[src/rtl/irq_route_ctrl.sv]
module irq_route_ctrl #(
  parameter int NUM_PINS = 24,
  parameter logic [7:0] VERSION = 8'h20
) (
  input  logic                clk,
  input  logic                rst_n,
  input  logic [NUM_PINS-1:0] irq_in,
  input  logic                bus_wr,
  input  logic [7:0]          bus_addr,
  input  logic [31:0]         bus_wdata,
  output logic [31:0]         bus_rdata,
  output logic                msg_valid,
  input  logic                msg_ready,
  output logic [7:0]          msg_vector,
  output logic [7:0]          msg_dest,
  output logic [2:0]          msg_mode,
  output logic                msg_dest_logical,
  output logic                msg_level
);

  localparam int IW = (NUM_PINS > 1) ? $clog2(NUM_PINS) : 1;
  localparam int TBL_END = 16 + 2 * NUM_PINS;
  localparam logic [16:0] LO_WMASK = 17'h1AFFF;
  localparam logic [16:0] LO_RESET = 17'h10000;

  logic [7:0]  index_q;
  logic [3:0]  id_q;
  logic        boot_q;
  logic [16:0] lo_q   [NUM_PINS];
  logic [7:0]  dest_q [NUM_PINS];
  logic [NUM_PINS-1:0] act_q, pend_q, rirr_q;
  logic [IW-1:0] cap_idx;

  logic [NUM_PINS-1:0] act, mask_vec, trig_vec, req, elig, eoi_hit, sw_set, acc_vec;
  logic [7:0]  rel;
  logic        tbl_hit, sel_hi, eoi_wr, found;
  logic [IW-1:0] sel_ent, best_idx;
  logic [7:0]  best_vec;
  logic [16:0] lo_rd;
  logic        unused_bits;

  assign rel     = index_q - 8'h10;
  assign sel_ent = rel[IW:1];
  assign sel_hi  = index_q[0];
  assign tbl_hit = ({24'd0, index_q} >= 32'h10) && ({24'd0, index_q} < 32'(TBL_END));
  assign eoi_wr  = bus_wr && (bus_addr == 8'h40);
  assign acc_vec = (msg_valid && msg_ready) ? (NUM_PINS'(1) << cap_idx) : '0;
  assign unused_bits = ^{bus_wdata[23:17], rel[7:IW+1], rel[0]};

  for (genvar g = 0; g < NUM_PINS; g++) begin : g_pin
    assign act[g]      = irq_in[g] ^ lo_q[g][13];
    assign mask_vec[g] = lo_q[g][16];
    assign trig_vec[g] = lo_q[g][15];
    assign req[g]      = trig_vec[g] ? ((act[g] | pend_q[g]) & ~rirr_q[g]) : pend_q[g];
    assign elig[g]     = req[g] & ~mask_vec[g];
    assign eoi_hit[g]  = eoi_wr && trig_vec[g] && (lo_q[g][7:0] == bus_wdata[7:0]);
  end

  always_comb begin
    sw_set = '0;
    if (bus_wr && bus_addr == 8'h20 && bus_wdata[7:0] < 8'(NUM_PINS))
      sw_set[bus_wdata[IW-1:0]] = 1'b1;
  end

  always_ff @(posedge clk) begin
    if (!rst_n) begin
      index_q <= '0;
      id_q    <= '0;
      boot_q  <= 1'b0;
      for (int i = 0; i < NUM_PINS; i++) begin
        lo_q[i]   <= LO_RESET;
        dest_q[i] <= '0;
      end
    end else if (bus_wr) begin
      if (bus_addr == 8'h00) index_q <= bus_wdata[7:0];
      else if (bus_addr == 8'h10) begin
        if (tbl_hit) begin
          if (sel_hi) dest_q[sel_ent] <= bus_wdata[31:24];
          else        lo_q[sel_ent]   <= bus_wdata[16:0] & LO_WMASK;
        end else if (index_q == 8'h00) id_q <= bus_wdata[27:24];
        else if (index_q == 8'h03) boot_q <= bus_wdata[0];
      end
    end
  end

  always_ff @(posedge clk) begin
    if (!rst_n) begin
      act_q  <= '0;
      pend_q <= '0;
      rirr_q <= '0;
    end else begin
      act_q  <= act;
      pend_q <= (pend_q & ~acc_vec) | (act & ~act_q & ~trig_vec) | sw_set;
      rirr_q <= (rirr_q & ~eoi_hit) | (msg_level ? acc_vec : '0);
    end
  end

  always_comb begin
    found    = 1'b0;
    best_vec = '0;
    best_idx = '0;
    for (int i = 0; i < NUM_PINS; i++) begin
      if (elig[i] && (!found || lo_q[i][7:0] > best_vec)) begin
        found    = 1'b1;
        best_vec = lo_q[i][7:0];
        best_idx = IW'(i);
      end
    end
  end

  always_ff @(posedge clk) begin
    if (!rst_n) begin
      msg_valid        <= 1'b0;
      cap_idx          <= '0;
      msg_vector       <= '0;
      msg_dest         <= '0;
      msg_mode         <= '0;
      msg_dest_logical <= 1'b0;
      msg_level        <= 1'b0;
    end else if (msg_valid) begin
      if (msg_ready) msg_valid <= 1'b0;
    end else if (found) begin
      msg_valid        <= 1'b1;
      cap_idx          <= best_idx;
      msg_vector       <= best_vec;
      msg_dest         <= dest_q[best_idx];
      msg_mode         <= lo_q[best_idx][10:8];
      msg_dest_logical <= lo_q[best_idx][11];
      msg_level        <= lo_q[best_idx][15];
    end
  end

  always_comb begin
    lo_rd     = lo_q[sel_ent];
    lo_rd[12] = req[sel_ent];
    lo_rd[14] = rirr_q[sel_ent];
    bus_rdata = '0;
    if (bus_addr == 8'h00) bus_rdata = {24'd0, index_q};
    else if (bus_addr == 8'h10) begin
      if (tbl_hit) bus_rdata = sel_hi ? {dest_q[sel_ent], 24'd0} : {15'd0, lo_rd};
      else begin
        case (index_q)
          8'h00:   bus_rdata = {4'd0, id_q, 24'd0};
          8'h01:   bus_rdata = {8'd0, 8'(NUM_PINS - 1), 8'h80, VERSION};
          8'h02:   bus_rdata = {4'd0, id_q, 24'd0};
          8'h03:   bus_rdata = {31'd0, boot_q};
          default: bus_rdata = '0;
        endcase
      end
    end
  end

  p_msg_hold_r6: assert property (@(posedge clk) disable iff (!rst_n)
    msg_valid && !msg_ready |=> msg_valid && $stable(msg_vector) && $stable(msg_dest) && $stable(msg_mode));

  p_unmasked_src_r7: assert property (@(posedge clk) disable iff (!rst_n)
    $rose(msg_valid) |-> ($past(mask_vec) & (NUM_PINS'(1) << cap_idx)) == '0);

  p_rirr_set_r8: assert property (@(posedge clk) disable iff (!rst_n)
    msg_valid && msg_ready && msg_level |=> (rirr_q & (NUM_PINS'(1) << $past(cap_idx))) != '0);

  p_rirr_gate_r8: assert property (@(posedge clk) disable iff (!rst_n)
    $rose(msg_valid) && msg_level |-> ($past(rirr_q) & (NUM_PINS'(1) << cap_idx)) == '0);

endmodule

[config.mk]
export PLATFORM = sky130hd
export DESIGN_NAME = irq_route_ctrl
export DESIGN_NICKNAME = d
export VERILOG_FILES = /design/src/rtl/irq_route_ctrl.sv
export SDC_FILE = /design/constraint.sdc
export NUM_CORES = 2
export LEC_CHECK = 0
export ABC_AREA = 1
export BUFFER_PORTS_ARGS = -buffer_cell sky130_fd_sc_hd__buf_2
export CAP_MARGIN = 20
export CORE_MARGIN = 2
export CORE_UTILIZATION = 30
export DETAILED_ROUTE_END_ITERATION = 16
export PLACE_DENSITY_LB_ADDON = 0.25
export REMOVE_ABC_BUFFERS = 1
export SLEW_MARGIN = 25
export SYNTH_ARGS = -nofsm -noshare
export SYNTH_HDL_FRONTEND = slang
export SYNTH_SLANG_ARGS = --single-unit
[constraint.sdc]
create_clock -name clk -period 50.6 [get_ports clk]
set_clock_uncertainty 0.2 [all_clocks]
set_input_delay 7.59 -clock clk [delete_from_list [all_inputs] [get_ports clk]]
set_output_delay 7.59 -clock clk [all_outputs]
set_load 0.05 [all_outputs]
==> flow_summary.ini <==
[run_status]
outcome = finished clean

[clocking]
clock-root-buffer = clkbuf_16
cts_tree = built
cts_max_path_buffers = 3
numClockSinks = 848
inserted_clock_buffers = 99
cts_max_level = 3
postCtsSetupRepairBufs = 0
ctsResizeCount = 0
clkSlewWorstSetupHoldPaths_ps = 60
cts_hold_buffers = 0
clkLatencyLatePin_ps = 730

[global_routing]
track_usage = 0.233
largest_net_degree_at_the_start_of_global_routing = 106
global_route.usage.met1 = 0.313
antenna_violations_before_repair = 5
grtUsageMet2 = 0.360
busiest_layer = met2
grt_first_pass_wirelength_mm = 291
use_met3 = 0.0445
first_global_vias = 42200
globalRouteOverflowTotal = 0

[timing]
hold_ws_ps = 260
post_route_setup_tns_ps = 0
timing.final.setup_violations = 0
finalWorstPathRequiredPeriod_ps = 44730
drv_slew = 0
grt_setup_unrepaired = false
final_cycle_utilization_of_the_critical_path = 0.884
worst_slew_pin_tran_ps = 1120
slew-limit-headroom = 0.254
hold_violations = 0
maxClockFrequency_ghz = 0.0224

[synthesis]
postSynthCellCount = 5853
post_synth_main_area_contributors = edfxtp_1 (44%), nand2_1 (8.0%), nor2_1 (6.1%), nand3_1 (6.1%), dfxtp_1 (4.5%)
dominantRegCellSynth = edfxtp_1
post_synth_instance_area_mm2 = 0.0497
synth.yosys.seq_area_share = 0.490
synth_enable_flop_cells = 736
synth_cell_types = 64
yosysWarningCount = 0
synth.ff_latch_count = 848
yosysTopAreaCellShare = 0.445
ys_async_sr_fraction = 0
synth_common_cells = nand2_1 (1055), nor2_1 (804), edfxtp_1 (736), nand3_1 (601), inv_1 (537)
post-synth-top-count-cell = nand2_1
yosysTopAreaCell = edfxtp_1
synthesized_area_per_cell_um2 = 8.49

[drt]
totalWireLength_mm = 202
vias_after_detailed_routing = 44700
post_drt_wl_per_cell_um = 25.1
ant_nets = 0
dr.pass1.iters = 7
drt-initial-drc-count = 5578
vias_per_cell = 5.55
post-route-drc-count = 0

[worst_setup_path]
crit_path_start_kind = input pin
most_frequent_cp_cell = nand2_1
critical_path.max_fanout = 83
worst_ep_arrival_time_ps = 45120
r2r.worst_path.cells = 235
worst-endpoint-required_ps = 50990
crit_path_top_delay_cell = buf_4
worst_setup_path_end_kind = flop
instance_count_on_the_critical_path = 236
path_delay_family = simple AND/OR/NAND/NOR gates
worst-path-buf-inv = 13
cp_slowest_stage_delay_ps = 950
crit_type = input pin to flop

[floorplan]
die_area_mm2 = 0.169
placeableCoreArea_mm2 = 0.165
floorplan.die.width_um = 411
ioPinCount = 122
rows = 149
die_h_um = 411
start_util = 0.301

[cells_and_area]
fillcell_total = 17200
drive_above_1_share = 0.0809
nets = 6019
final_area_mm2 = 0.0555
area.growth.synth_to_final_pct = 11.6

[placement]
buffer_ports.inserted = 108
place.gp.congestion = 0.929
detailed_place.area_mm2 = 0.0521
place.detailed.hpwl_mm = 136

[run]
maxCapViolations = 0

[power]
total_leakage_power_nw = 22.4
irDropWorstVdd_v = 0.0000226
power.density_mw_per_mm2 = 30.9
design_power_total_w = 0.00171

[hold_path]
hold_path_depth = 2
hold_class = flop to flop
## logic make-up after synthesis
group	count (synthesis)	share of synthesized area
AO/OA/AOI/OAI	1013	0.129
XOR/XNOR	108	0.0190
buffers and inverters	940	0.0771
adder cells (fa/ha/maj)	175	0.0441
other	1	0.0000755
flip-flops	848	0.490
AND/OR/NAND/NOR	2768	0.241
## area by class of cell
cell class                 count  area (µm²)  share of cell area
antenna                        2        5.00           0.0000902
clock buffer                 122        2700              0.0487
clock inverter                64         662              0.0119
inverter                     566        2140              0.0385
multi-input combinational   4068       21700               0.391
sequential                   848       24300               0.439
tap                         2189        2740              0.0494
timing repair buffer         193        1210              0.0218
## worst reg2reg max path, delay by kind of cell, from the launching register on
kind            cells  cell delay [ps]
compound gates     63            12500
fa+ha+maj          23             7520
buf+inv            12             2240
flops               1              350
simple gates      137            15080
## through the flow
stage,worst slack (ps),utilization,std cells
after CTS,6470,0.336,8049
after floorplan,9950,-,5482
after detailed placement,5930,0.316,7863
after global routing,2110,0.337,8050
final,5870,0.337,8052
after global placement,5820,0.316,7862
## state kept, by name, summed over array words and instances, names as in the netlist
signal	flops
boot_q	1
msg_mode	3
rirr_q	24
cap_idx	5
msg_level	1
msg_vector	8
dest_q	256
index_q	8
id_q	4
act_q	24
pend_q	24
lo_q	480
msg_valid	1
msg_dest_logical	1
msg_dest	8
## cells in the final DEF (no fill, tap or decap), types with 22 or more instances in the layout
master,instances
nand4_1,99
xor2_1,44
nor2_1,792
edfxtp_1,736
nand3_1,601
o21ai_0,292
o31ai_1,22
a221oi_1,28
a21oi_1,184
o2111ai_1,28
or2_2,27
inv_1,527
ha_1,175
buf_4,83
clkinv_1,28
a22oi_1,147
a211oi_1,25
nor3_1,52
xnor2_1,64
nand3b_1,46
o22ai_1,108
nand2_1,1052
buf_2,107
clkbuf_16,104
dfxtp_1,110
nor4_1,22
clkinv_2,23
inv_2,24
o211ai_1,42
nand2_2,31
## final timing paths
path | from | to | slack (ps)
max | irq_in[0] | msg_dest[1] | 5870
min | boot_q | boot_q | 260
max reg2reg | lo_q[0][12] | msg_dest[1] | 12510
min reg2reg | boot_q | boot_q | 260
## routing by layer
layer  up-vias  wire, µm
li1      20200         -
met1     21700     83700
met2      2342     89100
met3       426     19800
met4         4      9650
met5         -        22
## power by group
part	leakage, nW	internal, W	switching [W]	total, W
sequential	8.08	0.000779	0.0000156	0.000795
clock	1.63	0.000440	0.000312	0.000753
combinational	12.7	0.0000442	0.000120	0.000164
Power figures use the tool's default switching activity.
